==> config.mk <==
export PLATFORM = sky130hd
export DESIGN_NAME = recovery_ctrl
export DESIGN_NICKNAME = d
export VERILOG_FILES = /design/src/rtl/recovery_ctrl_pkg.sv /design/src/rtl/rec_err_reduce.sv /design/src/rtl/rec_fsm.sv /design/src/rtl/rec_sat_cnt.sv /design/src/rtl/recovery_ctrl.sv
export SDC_FILE = /design/constraint.sdc
export NUM_CORES = 1
export LEC_CHECK = 0
export BUFFER_PORTS_ARGS = -buffer_cell sky130_fd_sc_hd__buf_2
export CORE_ASPECT_RATIO = 0.7
export CORE_MARGIN = 5
export CORE_UTILIZATION = 50
export CTS_CLUSTER_DIAMETER = 50
export DETAILED_ROUTE_END_ITERATION = 6
export PLACE_DENSITY_LB_ADDON = 0.15
export SLEW_MARGIN = 20
export SYNTH_ARGS = -nofsm -noshare
export SYNTH_HDL_FRONTEND = slang
export SYNTH_SLANG_ARGS = --single-unit
export TNS_END_PERCENT = 20
==> constraint.sdc <==
create_clock -name clk -period 2.4 [get_ports clk]
set_input_delay 0 -clock clk [delete_from_list [all_inputs] [get_ports clk]]
set_output_delay 0 -clock clk [all_outputs]
set_load 0.02 [all_outputs]
==> src/rtl/recovery_ctrl_pkg.sv <==
package recovery_ctrl_pkg;
    typedef enum logic [0:0] {
        ST_RUN   = 1'b0,
        ST_STALL = 1'b1
    } rec_state_e;
endpackage

==> src/rtl/rec_err_reduce.sv <==
module rec_err_reduce #(
    parameter int N = 4
) (
    input  logic [N-1:0] err,
    output logic         any_err
);
    logic [N:0] chain;
    assign chain[0] = 1'b0;
    generate
        for (genvar g = 0; g < N; g++) begin : g_or
            assign chain[g+1] = chain[g] | err[g];
        end
    endgenerate
    assign any_err = chain[N];
endmodule

==> src/rtl/rec_fsm.sv <==
module rec_fsm
    import recovery_ctrl_pkg::*;
#(
    parameter int N = 4
) (
    input  logic         clk,
    input  logic         rst_n,
    input  logic         any_err,
    input  logic [N-1:0] err,
    output logic         stall,
    output logic [N-1:0] restore,
    output logic         start_rec
);
    rec_state_e state_q, state_d;

    always_comb begin
        state_d = state_q;
        unique case (state_q)
            ST_RUN:   state_d = any_err ? ST_STALL : ST_RUN;
            ST_STALL: state_d = any_err ? ST_STALL : ST_RUN;
            default:  state_d = ST_RUN;
        endcase
    end

    always_ff @(posedge clk) begin
        if (!rst_n) state_q <= ST_RUN;
        else        state_q <= state_d;
    end

    always_ff @(posedge clk) begin
        if (!rst_n) begin
            restore <= '0;
        end else if (state_d == ST_STALL) begin
            restore <= err;
        end else begin
            restore <= '0;
        end
    end

    assign stall     = (state_q == ST_STALL);
    assign start_rec = (state_d == ST_STALL);
endmodule

==> src/rtl/rec_sat_cnt.sv <==
module rec_sat_cnt #(
    parameter int W = 16
) (
    input  logic         clk,
    input  logic         rst_n,
    input  logic         inc,
    output logic [W-1:0] cnt
);
    localparam logic [W-1:0] MAX_VAL = {W{1'b1}};

    always_ff @(posedge clk) begin
        if (!rst_n)                       cnt <= '0;
        else if (inc && (cnt != MAX_VAL)) cnt <= cnt + 1'b1;
    end
endmodule

==> src/rtl/recovery_ctrl.sv <==
module recovery_ctrl #(
    parameter int N_STAGES = 4,
    parameter int CNT_W    = 16
) (
    input  logic                clk,
    input  logic                rst_n,
    input  logic [N_STAGES-1:0] err,
    output logic                stall,
    output logic [N_STAGES-1:0] restore,
    output logic [CNT_W-1:0]    recov_cnt
);
    logic any_err;
    logic start_rec;

    rec_err_reduce #(.N(N_STAGES)) u_reduce (
        .err     (err),
        .any_err (any_err)
    );

    rec_fsm #(.N(N_STAGES)) u_fsm (
        .clk       (clk),
        .rst_n     (rst_n),
        .any_err   (any_err),
        .err       (err),
        .stall     (stall),
        .restore   (restore),
        .start_rec (start_rec)
    );

    rec_sat_cnt #(.W(CNT_W)) u_cnt (
        .clk   (clk),
        .rst_n (rst_n),
        .inc   (start_rec),
        .cnt   (recov_cnt)
    );
endmodule

==> flow_summary.toml <==
[outcome]
status = "finished clean"

[timing]
fin_skew_ns = 0.00629
timing.fmax_ghz = 0.504
fin_crit_ns = 1.98
finalSetupViolations = 0
setup_tns_ns = 0
tightest_slew_ns = 0.605
hold_viol = 0
relSlewSlack = 0.593
post-route-period-util = 0.827
rsz0062_at_grt = "no"
slew_violations = 0

[synthesis]
async_flop_share = 0
yosysWarnings = 0
netlist_area_um2 = 966
yosysMostFrequentCell = "dfxtp_1"
yosysTopAreaCell = "dfxtp_1"
synthTopCellsByCount = "dfxtp_1, a21oi_1, nand2_1, nand3_1"
ys_top_cells_by_area = "dfxtp_1, a21oi_1, or4_1"
syn_nets = 119
synth_cells = 112
ys_seq_area_frac = 0.435
yosysUniqueCellTypes = 28
synth_top_area_frac = 0.435
ys_ff_latch = 21
synth_flop_cell = "dfxtp_1"
synth_edf_count = 0
synth.avg_cell_area_um2 = 8.62

[cts]
clock_latency_ns = 0.31
cts_buffers = 3
htree_levels = 1
cts_max_path_buffers = 2
path_clk_slew_ns = 0.12
cts_tree = "built"
root_buffer = "clkbuf_4"
post_cts_buffers = 0
cts_resized = 0
holdBufCountCts = 4
clock-sinks = 21

[floorplan]
io_pins = 27
die_w_um = 62.5
core_area_um2 = 1850
start_util = 0.521
dieArea_um2 = 2930
fp.dieH_um = 46.8
rows = 13

[routing]
drc = 0
drt_pass1_iterations = 4
drt_wl_total_um = 2430
vias = 1002
drt_iter0_markers = 81
antenna_left = 0
wl_per_cell_um = 14.6
vias_per_cell = 6.00

[min_path]
hold_path.class = "in2reg"
min-delay-start = "rst_n"

[final_layout]
final_layout_size_suffix_gt1_frac = 0.255
area_growth_pct = 24.1
fin_area_um2 = 1200
multi_input_area_um2 = 527
nNetsFinal = 153
fillers = 170
antenna_cells = 0
register_area_um2 = 420

[grt]
grt_start_max_net_pins = 14
antenna_found_initial = 0
grt_overflow = 0
grt_usage = 0.184
first_global_vias = 915
grt_pass1_wl_um = 4140

[worst_setup_path]
worstPathMaxFanout = 6
timing.rr.start = "u_cnt.cnt[0]"
end_kind = "register"
startpoint = "u_cnt.cnt[0]"
critPathKind = "reg2reg"
cp.required_ns = 2.65
crit_arrival_ns = 2.23
critPathLaunchType = "register"

[power_and_ir_drop]
p_per_area_nw_per_um2 = 494
peakVddDrop_mv = 0.415
power.leakage_nw = 0.475

[place]
place_area_um2 = 1130
port_buffers = 26
gp_congestion = 0.896
dp_hpwl_um = 1740

[run]
maxCapViolCount = 0
## worst paths after layout
check	endpoint	slack (ns)	depth (start not counted)
worst max register to register	u_cnt.cnt[10]	0.42	5
worst min-delay path	u_cnt.cnt[7]	0.03	3
worst max-delay path	u_cnt.cnt[10]	0.42	5
worst min register to register	u_cnt.cnt[9]	0.53	2
## layer usage
layer | routed length, µm | up-vias | GRT usage | part of all wire
li1 | - | 496 | - | -
met1 | 1120 | 454 | 0.234 | 0.46
met2 | 1030 | 45 | 0.289 | 0.42
met3 | 243 | 7 | 0.0694 | 0.10
met4 | 36 | 0 | 0.0763 | 0.015
met5 | 0 | - | 0 | 0
## cell families (layout without fill, tap and decap cells)
logic type               count (synthesis)  after routing  share of synthesized area
adder cells (fa/ha/maj)                  1              1                     0.0130
AO/OA/AOI/OAI                           25             25                      0.155
buffers and inverters                    5             38                     0.0194
multiplexers                             3              3                     0.0311
AND/OR/NAND/NOR                         57             57                      0.346
flip-flops                              21             21                      0.435
## layout make-up
class | instances | share of cell area
Inverter | 1 | 0.00313
Clock buffer | 3 | 0.0188
Multi-Input combinational cell | 86 | 0.439
Tap cell | 22 | 0.0230
Clock inverter | 1 | 0.00418
Timing Repair Buffer | 33 | 0.161
Sequential cell | 21 | 0.351
## power breakdown
| group | switching (mW) | internal [mW] | total (mW) |
|---|---|---|---|
| combinational | 0.0327 | 0.0226 | 0.0554 |
| clock | 0.109 | 0.0624 | 0.172 |
| sequential | 0.00703 | 0.358 | 0.365 |
| total | 0.149 | 0.443 | 0.592 |
## critical path: stages (launching register included)
cell and delay [ns]:
dfxtp_1 0.42, ha_1 0.21, nand2_1 0.12, or4_1 0.59
or4_1 0.43, a21oi_1 0.16
## per-stage QoR
step	hold WS (ns)	setup WS (ns)	utilization	cells	total power, mW
after floorplan	0.122	0.453	-	112	0.403
after global placement	0.229	0.554	0.610	159	0.421
after detailed placement	0.231	0.440	0.610	159	0.423
after CTS	0.0189	0.423	0.646	167	0.600
after global routing	0.0433	0.347	0.646	167	0.616
final	0.0295	0.416	0.646	167	0.592
## cell usage in the layout, fill, tap and decap left out
cell	count
nand4_1	5
inv_1	1
clkbuf_4	3
nand2_1	8
o41ai_1	1
nand4_2	1
clkinv_2	1
nand3_1	7
and2_1	4
a31oi_1	1
o31ai_1	4
buf_4	3
or3_1	2
buf_2	26
ha_1	1
or4_4	1
or3_2	1
and4_1	2
a311oi_1	1
nor2_1	6
o21ai_0	5
nor3_1	5
mux2i_1	3
or4_2	1
dlygate4sd3_1	4
a41oi_1	1
dfxtp_1	21
a21oi_1	11
nor4_1	3
a211oi_1	1
or4_1	6
nand2b_1	5
## registers in the layout, indices dropped and copies added (netlist names)
| signal | count |
|---|---|
| u_cnt.cnt | 16 |
| u_fsm.restore | 4 |
| u_fsm.stall | 1 |
No activity file was read; power rests on OpenSTA's default activity.
